$ cat config.mk
export PLATFORM = sky130hd
export DESIGN_NAME = rx_pool_tracker
export DESIGN_NICKNAME = d
export VERILOG_FILES = /design/src/rtl/rxp_pkg.sv /design/src/rtl/rxp_count.sv /design/src/rtl/rxp_alert.sv /design/src/rtl/rxp_regs.sv /design/src/rtl/rx_pool_tracker.sv
export SDC_FILE = /design/constraint.sdc
export NUM_CORES = 1
export LEC_CHECK = 0
export ABC_AREA = 1
export BUFFER_PORTS_ARGS = -buffer_cell sky130_fd_sc_hd__buf_2
export CAP_MARGIN = 15
export CORE_ASPECT_RATIO = 0.9
export CORE_UTILIZATION = 35
export DETAILED_ROUTE_END_ITERATION = 12
export PLACE_DENSITY_LB_ADDON = 0.05
export REMOVE_ABC_BUFFERS = 1
export SYNTH_ARGS = -nofsm -noshare
export SYNTH_HDL_FRONTEND = slang
export SYNTH_SLANG_ARGS = --single-unit
export TNS_END_PERCENT = 20
$ cat constraint.sdc
create_clock -name clk -period 2 [get_ports clk]
set_input_delay 0 -clock clk [delete_from_list [all_inputs] [get_ports clk]]
set_output_delay 0 -clock clk [all_outputs]
set_load 0.01 [all_outputs]
$ cat src/rtl/rxp_pkg.sv
package rxp_pkg;
    localparam int CNT_W  = 16;
    localparam int LVL_W  = 3;
    localparam int DATA_W = 32;

    typedef enum logic [1:0] {
        SEL_INFO   = 2'd0,
        SEL_ADDR   = 2'd1,
        SEL_STATUS = 2'd2,
        SEL_NONE   = 2'd3
    } reg_sel_e;

    typedef struct packed {
        logic underflow;
        logic alert;
    } status_t;

    typedef struct packed {
        logic             add;
        logic             take;
        logic             underflow;
    } cnt_evt_t;

    function automatic logic [CNT_W-1:0] thr_of(input logic [LVL_W-1:0] code);
        return {{(CNT_W-LVL_W-2){1'b0}}, code, 2'b00};
    endfunction

    function automatic logic [CNT_W-1:0] sat_add(input logic [CNT_W-1:0] a,
                                                  input logic [CNT_W-1:0] b);
        logic [CNT_W:0] s;
        s = {1'b0, a} + {1'b0, b};
        return s[CNT_W] ? {CNT_W{1'b1}} : s[CNT_W-1:0];
    endfunction
endpackage

$ cat src/rtl/rxp_count.sv
module rxp_count
    import rxp_pkg::*;
(
    input  logic             clk,
    input  logic             rst,
    input  logic             add_valid,
    input  logic [CNT_W-1:0] add_num,
    input  logic             consume_valid,
    output logic [CNT_W-1:0] cnt_q,
    output logic [CNT_W-1:0] cnt_nxt,
    output cnt_evt_t         evt
);
    always_comb begin
        evt     = '0;
        cnt_nxt = cnt_q;
        if (add_valid && consume_valid) begin
            evt.take = 1'b1;
        end else if (add_valid) begin
            evt.add = 1'b1;
            cnt_nxt = sat_add(cnt_q, add_num);
        end else if (consume_valid) begin
            if (cnt_q == '0) begin
                evt.underflow = 1'b1;
            end else begin
                evt.take = 1'b1;
                cnt_nxt  = cnt_q - 1'b1;
            end
        end
    end

    always_ff @(posedge clk) begin
        if (rst) cnt_q <= '0;
        else     cnt_q <= cnt_nxt;
    end
endmodule

$ cat src/rtl/rxp_alert.sv
module rxp_alert
    import rxp_pkg::*;
(
    input  logic [LVL_W-1:0] lvl,
    input  logic [CNT_W-1:0] cnt_q,
    input  logic [CNT_W-1:0] cnt_nxt,
    output logic             alert_set
);
    logic [CNT_W-1:0] thr;

    always_comb begin
        thr       = thr_of(lvl);
        alert_set = (lvl != '0) && (cnt_nxt == thr) && (cnt_q != thr);
    end
endmodule

$ cat src/rtl/rxp_regs.sv
module rxp_regs
    import rxp_pkg::*;
#(
    parameter int ADDR_W = 32
) (
    input  logic              clk,
    input  logic              rst,
    input  logic [1:0]        reg_sel,
    input  logic              reg_wr,
    input  logic [DATA_W-1:0] reg_wdata,
    input  logic [CNT_W-1:0]  cnt_q,
    input  cnt_evt_t          evt,
    input  logic [ADDR_W-1:0] consume_addr,
    input  logic              alert_set,
    output logic [LVL_W-1:0]  lvl_q,
    output status_t           status_q,
    output logic [DATA_W-1:0] reg_rdata
);
    localparam int LVL_LSB = DATA_W - 1 - LVL_W;

    logic [ADDR_W-1:0] addr_q;
    reg_sel_e          sel;
    logic              wr_info, wr_stat;

    always_comb begin
        sel     = reg_sel_e'(reg_sel);
        wr_info = reg_wr && (sel == SEL_INFO);
        wr_stat = reg_wr && (sel == SEL_STATUS);
    end

    always_ff @(posedge clk) begin
        if (rst) begin
            lvl_q    <= '0;
            addr_q   <= '0;
            status_q <= '0;
        end else begin
            if (wr_info) lvl_q <= reg_wdata[LVL_LSB +: LVL_W];
            if (evt.take) addr_q <= consume_addr;
            status_q.alert     <= alert_set ||
                                  (status_q.alert && !(wr_stat && reg_wdata[0]));
            status_q.underflow <= evt.underflow ||
                                  (status_q.underflow && !(wr_stat && reg_wdata[1]));
        end
    end

    always_comb begin
        reg_rdata = '0;
        unique case (sel)
            SEL_INFO: begin
                reg_rdata[CNT_W-1:0]            = cnt_q;
                reg_rdata[LVL_LSB +: LVL_W]     = lvl_q;
            end
            SEL_ADDR:   reg_rdata[ADDR_W-1:0]   = addr_q;
            SEL_STATUS: reg_rdata[1:0]          = status_q;
            default:    reg_rdata               = '0;
        endcase
    end
endmodule

$ cat src/rtl/rx_pool_tracker.sv
module rx_pool_tracker
    import rxp_pkg::*;
(
    input  logic              clk,
    input  logic              rst,
    input  logic              add_valid,
    input  logic [15:0]       add_num,
    input  logic              consume_valid,
    input  logic [31:0]       consume_addr,
    input  logic [1:0]        reg_sel,
    input  logic              reg_wr,
    input  logic [31:0]       reg_wdata,
    output logic [31:0]       reg_rdata,
    output logic              alert_flag,
    output logic              underflow_flag
);
    logic [CNT_W-1:0] cnt_q, cnt_nxt;
    logic [LVL_W-1:0] lvl_q;
    cnt_evt_t         evt;
    status_t          status_q;
    logic             alert_set;

    rxp_count u_count (
        .clk           (clk),
        .rst           (rst),
        .add_valid     (add_valid),
        .add_num       (add_num),
        .consume_valid (consume_valid),
        .cnt_q         (cnt_q),
        .cnt_nxt       (cnt_nxt),
        .evt           (evt)
    );

    rxp_alert u_alert (
        .lvl       (lvl_q),
        .cnt_q     (cnt_q),
        .cnt_nxt   (cnt_nxt),
        .alert_set (alert_set)
    );

    rxp_regs #(.ADDR_W(32)) u_regs (
        .clk          (clk),
        .rst          (rst),
        .reg_sel      (reg_sel),
        .reg_wr       (reg_wr),
        .reg_wdata    (reg_wdata),
        .cnt_q        (cnt_q),
        .evt          (evt),
        .consume_addr (consume_addr),
        .alert_set    (alert_set),
        .lvl_q        (lvl_q),
        .status_q     (status_q),
        .reg_rdata    (reg_rdata)
    );

    assign alert_flag     = status_q.alert;
    assign underflow_flag = status_q.underflow;
endmodule

## After elaboration in Yosys (flattened, before gate mapping)

Index checks and enable logic that the tools add are counted.

| operators by class | value |
|---|---|
| add/subtract/negate cells | 2 |
| eq/ne operators | 4 |
| muxes and demuxes | 16 |
| reductions and logical operators | 16 |

Operators by type and width:

| operator | count |
|---|---|
| $mux W16 | 5 |
| $pmux W14 S2 | 1 |
| $add A16 B16 Y17 | 1 |
| $eq A16 B5 Y1 | 1 |
| $logic_not A16 Y1 | 1 |
| $ne A16 B5 Y1 | 1 |
| $sub A16 B1 Y16 const B | 1 |
| $mux W12 | 1 |
| $logic_and A1 B1 Y1 | 9 |
| $pmux W2 S3 | 1 |
| $pmux W3 S2 | 1 |
| $mux W1 | 5 |
| $mux W2 | 2 |
| $reduce_bool A3 Y1 | 1 |
| $eq A2 B1 Y1 const B | 1 |
| $eq A2 B2 Y1 const B | 1 |
| $logic_not A1 Y1 | 2 |
| $logic_not A2 Y1 | 1 |
| $logic_or A1 B1 Y1 | 2 |

| storage, ports and cells | value |
|---|---|
| register bits | 53 |

## Logic depth before layout (Yosys ltp)

Gate-level depths: netlist (run 1).

| logic depth | value |
|---|---|
| word-level depth | 9 |
| depth in mapped cells | 19 |
| depth with buffers taken out | 19 |

## Hierarchy

A second synthesis (run 1) with hierarchy kept.

| second synthesis, totals | value |
|---|---|
| cells, all modules | 722 |
| area total of the unflattened synthesis | 4423.0 sq um |

By module, submodules not included:

| module | instances | cells each | area an instance (sq um) | seq. area each (sq um) |
|---|---|---|---|---|
| rxp_count | 1 | 444 | 2527.4 | 320.3 |
| rxp_regs | 1 | 210 | 1626.6 | 740.7 |
| rxp_alert | 1 | 68 | 269.0 | 0.0 |

## Worst setup path after synthesis (run 1)

OpenSTA, ideal clock, no wires.

| path | value |
|---|---|
| path kind | register to register |
| from | reg u_count.cnt_q[0] |
| to | reg u_regs.status_q[0] (netlist name) |
| setup time | 0.067 ns |
| data arrival time | 2.152 ns |
| slack | -0.219 ns |
| cell stages (with the launch flop) | 18 |
| buffers on the path | 0 |
| clock period less this slack | 2.219 ns |
| path through | dfxtp_1 > ha_1 > fa_1 > nand2_1 > nand2_1 > nand3b_1 > nand2_1 > nand2_1 > nand2_2 > nor2_2 > nand3_1 > nand3_1 > nand2_1 > nor2_1 > nand3_1 > nor2_1 > nand2_1 > a21oi_2 |

| on the way | value |
|---|---|
| word-level cells in the longest chain between the ends | 9 |
| elaborated cells on any way between the ends | 13 |
| classes of those cells | 2 x add/sub; 2 x eq/ne; 5 x mux; 4 x reduce/logical |

Ends and longest elaborated chain:

| item | RTL line | RTL |
|---|---|---|
| start: declaration | rxp_count.sv:9 | `output logic [CNT_W-1:0] cnt_q,` |
| start signal: assignment | rxp_count.sv:33 | `else cnt_q <= cnt_nxt;` |
| $sub A16 B1 Y16 or $logic_not A16 Y1 (tied branches) | rxp_count.sv:26, rxp_count.sv:22 |  |
| $mux W16 | rxp_count.sv:22 | `if (cnt_q == '0) begin` |
| $mux W16 | rxp_count.sv:21 | `end else if (consume_valid) begin` |
| $mux W16 | rxp_count.sv:18 | `end else if (add_valid) begin` |
| $mux W16 | rxp_count.sv:16 | `if (add_valid && consume_valid) begin` |
| $eq A16 B5 Y1 | rxp_alert.sv:13 | `alert_set = (lvl != '0) && (cnt_nxt == thr) && (cnt_q != thr);` |
| $logic_and A1 B1 Y1 | rxp_alert.sv:13 |  |
| $logic_and A1 B1 Y1 (*) | rxp_alert.sv:13 |  |
| $logic_or A1 B1 Y1 (*) | rxp_regs.sv:39 | `status_q.alert <= alert_set \|\|` |

Every way passes the cells marked *; elsewhere a longest branch is shown, timed or not.
A chain may end at the register's enable or synchronous reset.

## Final worst setup path (run 1)

| path | value |
|---|---|
| from | reg u_count.cnt_q[0] |
| to | reg u_regs.status_q[0] (netlist name) |

| on the way | value |
|---|---|
| word-level cells in the longest chain between the ends | 9 |
| elaborated cells on any way between the ends | 13 |
| classes of those cells | 2 x add/sub; 2 x eq/ne; 5 x mux; 4 x reduce/logical |

Ends and longest elaborated chain:

| item | RTL line |
|---|---|
| $sub A16 B1 Y16 or $logic_not A16 Y1 (tied branches) | rxp_count.sv:26, rxp_count.sv:22 |
| $mux W16 | rxp_count.sv:22 |
| $mux W16 | rxp_count.sv:21 |
| $mux W16 | rxp_count.sv:18 |
| $mux W16 | rxp_count.sv:16 |
| $eq A16 B5 Y1 | rxp_alert.sv:13 |
| $logic_and A1 B1 Y1 | rxp_alert.sv:13 |
| $logic_and A1 B1 Y1 (*) | rxp_alert.sv:13 |
| $logic_or A1 B1 Y1 (*) | rxp_regs.sv:39 |

Marked as above.

==> results of run 1 <==
-- through the flow --
step | hold slack, ns | setup slack (ns)
4_1_cts | 0.0661 | -0.288
2_1_floorplan | 0.0624 | -0.333
5_1_grt | 0.109 | -0.496
6_report | 0.0701 | -0.323
3_5_place_dp | 0.255 | -0.471
3_3_place_gp | 0.250 | -0.361
-- cells by family (layout without fill, tap and decap cells) --
kind of cell | after synthesis | count (layout)
XOR/XNOR | 7 | 7
buffers and inverters | 122 | 331
flip-flops | 53 | 53
adder cells (fa/ha/maj) | 19 | 19
AND/OR/NAND/NOR | 431 | 431
AO/OA/AOI/OAI | 97 | 97
-- cells in the final DEF (no fill, tap or decap), types with 3 or more instances in the layout --
cell type	Yosys	layout
nand2_1	228	218
buf_4	1	96
buf_2	2	93
nand3_1	99	92
inv_1	95	90
nor2_1	70	61
a21oi_1	58	52
dfxtp_1	53	52
dlygate4sd3_1	0	35
o21ai_0	27	26
nand2_2	5	14
ha_1	18	12
nand4_1	9	9
nor2_2	4	8
nand3_2	1	8
nor2_4	2	7
inv_2	1	6
a21oi_2	2	6
clkbuf_16	0	6
xnor2_1	5	5
ha_4	0	5
nand4_2	3	3
-- sequential cells by signal (all words and copies together) (netlist names) --
register,count
u_regs.lvl_q,3
u_regs.addr_q,32
u_regs.status_q,2
u_count.cnt_q,16
-- worst reg2reg max path: stages, from the launching register on --
cell and delay, ns:
dfxtp_2 0.33, ha_4 0.16, fa_2 0.35, buf_4 0.15
or2_2 0.27, a21oi_1 0.13, nand3_1 0.09, nand3_1 0.13
nand2_1 0.06, nand2_1 0.06, nand2_1 0.08, nor2_1 0.11
nand2_1 0.06, nor2_1 0.09, nand2_1 0.07, a21oi_2 0.11
-- cell usage after synthesis --
library cell | n | share of area (%)
a21oi_1 | 58 | 6.9
a21oi_2 | 2 | 0.42
and2_1 | 3 | 0.44
buf_1 | 5 | 0.44
buf_2 | 2 | 0.24
buf_4 | 1 | 0.18
buf_6 | 1 | 0.27
buf_8 | 1 | 0.36
clkbuf_1 | 16 | 1.4
dfxtp_1 | 53 | 25
fa_1 | 1 | 0.47
ha_1 | 18 | 5.3
inv_1 | 95 | 8.5
inv_2 | 1 | 0.089
nand2_1 | 228 | 20
nand2_2 | 5 | 0.74
nand3_1 | 99 | 12
nand3_2 | 1 | 0.24
nand3b_1 | 1 | 0.18
nand4_1 | 9 | 1.3
nand4_2 | 3 | 0.89
nor2_1 | 70 | 6.2
nor2_2 | 4 | 0.59
nor2_4 | 2 | 0.53
nor3_1 | 3 | 0.36
nor4_1 | 1 | 0.15
o2111ai_1 | 1 | 0.21
o211ai_1 | 2 | 0.36
o21a_1 | 1 | 0.18
o21ai_0 | 27 | 3.2
o21ai_1 | 3 | 0.36
o21bai_1 | 2 | 0.36
o31ai_1 | 1 | 0.18
or2_1 | 1 | 0.15
or2_2 | 1 | 0.15
xnor2_1 | 5 | 1.0
xor2_1 | 2 | 0.42
-- layout make-up --
class	instances	area (sq um)
Clock inverter	2	37.5
Multi-Input combinational cell	554	2910
Timing Repair Buffer	227	1600
Sequential cell	53	1060
Clock buffer	6	139
Fill cell	1184	5270
Tap cell	156	195
Inverter	96	360
-- what timing repair did --
action	4_1_cts	5_1_grt
endpoints found under the hold margin	35	0
pin swaps	4	5
gates resized for setup	20	42
endpoints found under the setup margin	44	45
buffers inserted	0	2
cloned	0	1
hold buffers	35	0
-- final timing paths --
| path | end | slack [ns] | depth (start not counted) |
|---|---|---|---|
| max | u_regs.status_q[0] | -0.32 | 15 |
| min | u_regs.status_q[1] | 0.07 | 4 |
| max reg2reg | u_regs.status_q[0] | -0.32 | 15 |
| min reg2reg | u_regs.addr_q[19] | 0.48 | 2 |
-- power breakdown --
group | internal (W) | total [W] | switching [W]
combinational | 0.000853 | 0.00192 | 0.00107
sequential | 0.00114 | 0.00120 | 0.0000592
clock | 0.000626 | 0.00104 | 0.000413
total | 0.00262 | 0.00416 | 0.00154
-- layer usage --
| metal | vias to the layer above | routed length [microns] |
|---|---|---|
| li1 | 2759 | - |
| met1 | 2458 | 7180 |
| met2 | 163 | 6830 |
| met3 | 8 | 867 |
| met4 | 0 | 91 |
| met5 | - | 0 |
==> impl_metrics.csv, run 1 <==
group,metric,value,unit
status,status,"complete, but fails checks",
status,violations,"negative setup slack",
die,chipWidth,118,microns
die,design.die.area,0.0125,sq mm
timing,rsz0062_at_grt,"yes",
clocking,cts_made_buffers,5,
cells_and_area,final_util,54.5,%
synth,synth.distinct_cells,37,
global_routing,grt_pass1_wl,23800,microns
synth,synthXorXnorAreaFrac,1.45,%
timing,finalHoldViolations,0,
global_routing,grt.met3_usage,2.74,%
power_and_ir_drop,power.density,660,mW/mm^2
clocking,cts_buffer_depth,2,
global_routing,grt_max_degree,44,
critical_path,path_delay_family,"simple AND/OR/NAND/NOR gates",
place,numPortBuffers,93,
clocking,cts_sinks,53,
synth,netlist_area,0.00422,sq mm
critical_path,arrival,2.56,ns
drt,ant_nets,0,
die,initial_core_util,36.5,%
drt,viasPerCell,4.93,
synth,synth-adder-area-share,5.81,%
critical_path,cpPeakStageDelay,0.35,ns
hold_path,hold_start,"reg_wdata[1]",
place,post-dp-hpwl,11400,microns
hold_path,hp-class,"in -> reg",
die,core_region_area,0.0116,sq mm
cells_and_area,antennaDiodeCount,0,
critical_path,path_common_cell,"nand2_1",
critical_path,worstSetupEndpointType,"flop",
die,fp.dieH,106,microns
critical_path,critPathRequiredTime,2.24,ns
clocking,cts_tree,"yes",
synth,synth_warnings,0,
critical_path,critical_path_class,"reg -> reg",
synth,avgSynthCellArea,5.79,sq um
clocking,cts_root_buffer,"clkbuf_16",
global_routing,grt_use_met1,33.3,%
global_routing,grt.total_usage,23.5,%
critical_path,startpoint_type,"flop",
timing,relSlewSlack,65.7,%
cells_and_area,area_delta_synth_final,49.4,%
critical_path,reg2reg_from,"u_count.cnt_q[0]",
timing,fin_crit,2.32,ns
drt,dr.pass1.iters,7,
global_routing,grt_overflow,0,
drt,wire_per_inst,13.7,microns
timing,report.final.slew_viol_count,0,
place,placedCellCount,1048,
drt,drc,0,
critical_path,crit_fanout,3,
power_and_ir_drop,peakVddDrop,0.371,mV
synth,synth_compound_area_share,12.1,%
critical_path,cp.buffers_inverters,1,
place,place_area,0.00549,sq mm
cells_and_area,drive_gt1_share,28.6,%
place,place_congestion,0.915,
synth,syn_inst,729,
timing,worstMarginPinSlew,0.514,ns
drt,wl,15000,microns
global_routing,antenna_found_initial,0,
critical_path,cp_slowest_cell,"fa_2",
timing,fin_setup_tns,-0.375,ns
cells_and_area,fin_cells,1094,
synth,yosys.area_share.simple,44.0,%
die,rows,37,
timing,setup_viol,3,
timing,max_freq,430,MHz
flow_run,cap_violations,0,
synth,synth_top_family_by_area,"simple AND/OR/NAND/NOR gates",
critical_path,critPathLaunch,"u_count.cnt_q[0]",
synth,synth_seq_cells,53,
global_routing,first_global_vias,4932,
cells_and_area,nNetsFinal,1043,
drt,via_count,5388,
drt,drtIter0Drc,376,
power_and_ir_drop,fin_total_pwr,0.00416,W
global_routing,top_usage_layer,"met2",
power_and_ir_drop,leakage,3.23,nW
clocking,clock_latency,0.30,ns
die,pin_count,121,
timing,clock_skew,0.00719,ns
timing,fin_ws,-0.323,ns
clocking,cts_htree_levels,2,
global_routing,grt_util_met2,38.6,%
cells_and_area,fin_area,0.00630,sq mm
clocking,clk_pin_slew,0.08,ns
critical_path,crit_chain,"ha_4 > fa_2 > buf_4 > or2_2 > a21oi_1 > nand3_1 > nand3_1 > nand2_1 > nand2_1 > nand2_1 > nor2_1 > nand2_1 > nor2_1 > nand2_1 > a21oi_2",
timing,fin_crit_sh,116,%
synth,synth_seq_area_share,25.1,%
synth,synth_mux_area_share,0,%
Power figures use the tool's default switching activity.
==> inputs of run 2 (changes only) <==
==> constraint.sdc (replaced) <==
create_clock -name clk -period 2 [get_ports clk]
set_input_delay 0.2 -clock clk [delete_from_list [all_inputs] [get_ports clk]]
set_output_delay 0.2 -clock clk [all_outputs]
set_load 0.01 [all_outputs]
==> run 2 against run 1 <==
Net effect: highest routed layer unchanged; critical path type unchanged; the run still ends with negative setup slack left; first-iteration DRC count increased by 13%; critical path depth increased by 2; largest power group unchanged; power increased by 0.34%; clock skew decreased by 0.0029 ns; fmax increased by 0.23%.
==> impl_metrics.csv, run 2 (synthesized netlist as in run 1, its figures left out) <==
group,metric,value,unit
cells_and_area,area_delta_synth_final,40.3,%
clocking,cts_root_buffer,"clkbuf_16",
drt,viasPerCell,4.91,
critical_path,critPathRequiredTime,2.24,ns
critical_path,r2r_end,"u_regs.status_q[0]",
critical_path,reg2reg_from,"u_count.cnt_q[11]",
critical_path,reg2regPathDepth,17,
timing,fin_crit_sh,116,%
timing,clock_skew,0.00426,ns
die,pin_count,121,
global_routing,grt_overflow,0,
clocking,cts_sinks,53,
critical_path,worstSetupEndpointType,"flop",
cells_and_area,final_cell_mix,"223 x nand2_1, 105 x buf_4, 93 x inv_1, 93 x buf_2, 92 x nand3_1",
power_and_ir_drop,power.density,705,mW/mm^2
place,numPortBuffers,93,
power_and_ir_drop,fin_total_pwr,0.00418,W
cells_and_area,mostFrequentLayoutCell,"nand2_1",
critical_path,ff2ff_setup_slack,-0.32,ns
timing,rsz0062_at_grt,"yes",
timing,max_freq,431,MHz
place,place_congestion,0.894,
cells_and_area,nNetsFinal,1017,
cells_and_area,drive_gt1_share,28.1,%
timing,fin_ws,-0.318,ns
timing,relSlewSlack,63.4,%
critical_path,critical_path_class,"reg -> reg",
hold_path,hold-path-endpoint,"u_regs.addr_q[24]",
clocking,cts_htree_levels,2,
timing,hold_slack,0.138,ns
clocking,cts_tree,"yes",
timing,setup_viol,3,
drt,drtIter0Drc,424,
timing,worstMarginPinSlew,0.543,ns
place,post-dp-hpwl,11600,microns
die,design.die.area,0.0125,sq mm
clocking,ctsHoldBuffers,0,
hold_path,hp-class,"in -> reg",
global_routing,grt.total_usage,23.2,%
cells_and_area,top_register,"u_regs.addr_q",
timing,finalHoldViolations,0,
die,fp.dieH,106,microns
drt,drc,0,
critical_path,arrival,2.56,ns
drt,wl,14500,microns
global_routing,grt_max_degree,33,
global_routing,antenna_found_initial,0,
timing,report.final.slew_viol_count,0,
die,chipWidth,118,microns
clocking,cts_buffer_depth,2,
cells_and_area,top_regs,"u_regs.addr_q: 32 flops, u_count.cnt_q: 16 flops, u_regs.lvl_q: 3 flops",
cells_and_area,fin_cells,1068,
drt,via_count,5240,
power_and_ir_drop,peakVddDrop,0.325,mV
drt,wire_per_inst,13.6,microns
global_routing,grt_pass1_wl,23200,microns
status,violations,"negative setup slack",
drt,ant_nets,0,
critical_path,crit_fanout,5,
die,rows,37,
flow_run,cap_violations,0,
clocking,clk_pin_slew,0.07,ns
status,status,"complete, but fails checks",
clocking,clock_latency,0.30,ns
drt,dr.pass1.iters,5,
timing,fin_crit,2.32,ns
die,initial_core_util,36.5,%
cells_and_area,largest_reg_flops,32,
critical_path,startpoint_type,"flop",
cells_and_area,antennaDiodeCount,0,
clocking,cts_made_buffers,5,
global_routing,first_global_vias,4826,
place,placedCellCount,1057,
hold_path,worstHoldPathCells,3,
hold_path,hold_start,"consume_addr[24]",
die,core_region_area,0.0116,sq mm
power_and_ir_drop,leakage,3.15,nW
-- run 2: cell types whose count changed in the layout (fill, tap and decap cells not counted), sizes merged --
| cell | change |
|---|---|
| dlygate4sd3 | -35 |
| bufinv | +1 |
| clkinvlp | -1 |
| clkinv | +1 |
| clkbuf | -2 |
| buf | +10 |
-- run 2: report_power, final --
group	total (W)	leakage (nW)	switching (W)	internal, W
clock network	0.00114	0.0938	0.000423	0.000716
registers	0.00120	0.439	0.0000571	0.00114
logic	0.00183	2.62	0.00103	0.000807
-- run 2: worst max-delay path by stage --
| stage | start | endpoint | depth (start not counted) |
|---|---|---|---|
| after floorplan | u_count.cnt_q[0] | u_regs.addr_q[0] | 9 |
| after global placement | add_num[0] | u_regs.status_q[0] | 18 |
| after detailed placement | add_num[0] | u_regs.status_q[0] | 18 |
| after CTS | u_count.cnt_q[0] | u_regs.status_q[0] | 17 |
| after global routing | u_count.cnt_q[0] | u_regs.status_q[0] | 17 |
| final | u_count.cnt_q[11] | u_regs.status_q[0] | 17 |
-- run 2: critical path, cell delays in order (launching register included) --
cell and delay [ns]:
dfxtp_1 0.33, ha_1 0.33, nand2_1 0.10, buf_4 0.14
nor2_1 0.13, and2_4 0.17, nand2_2 0.08, nand2_4 0.13
inv_1 0.07, nand2_1 0.08, nand3_2 0.11, nand3_1 0.08
nand2_1 0.05, inv_1 0.08, nand2_1 0.06, nor2_1 0.10
nand2_1 0.08, a21oi_2 0.12
-- run 2: through the flow --
stage | utilization (%) | area (sq um) | setup TNS [ns] | setup slack, ns
after floorplan | - | 4100 | -10.94 | -0.333
after global placement | 48.1 | 5570 | -0.991 | -0.388
after detailed placement | 48.1 | 5570 | -2.45 | -0.520
after CTS | 50.8 | 5880 | -0.387 | -0.315
after global routing | 51.2 | 5920 | -1.55 | -0.511
final | 51.2 | 5920 | -0.416 | -0.318
-- run 2: cell type report --
cell class	count	area, sq um
multi-input cells	554	2810
clock inverters	3	65.1
well taps	156	195
inverters	96	360
clock buffers	5	125
flip-flops and latches	53	1060
fillers	1280	5650
repair buffers	201	1310
-- run 2: metal layers --
layer  GRT usage, %  vias up  part of all wire, %
li1               -     2698                    -
met1           32.9     2353                   49
met4           5.49        0                 0.88
met5              0        -                    0
met2           37.1      172                   44
met3           3.11       17                  6.2
-- run 2: timing repair --
action / in CTS / in global routing
resized for setup: 28 / 10
setup endpoints to repair: 45 / 24
pin swaps: 6 / 4
setup buffers: 4 / 0
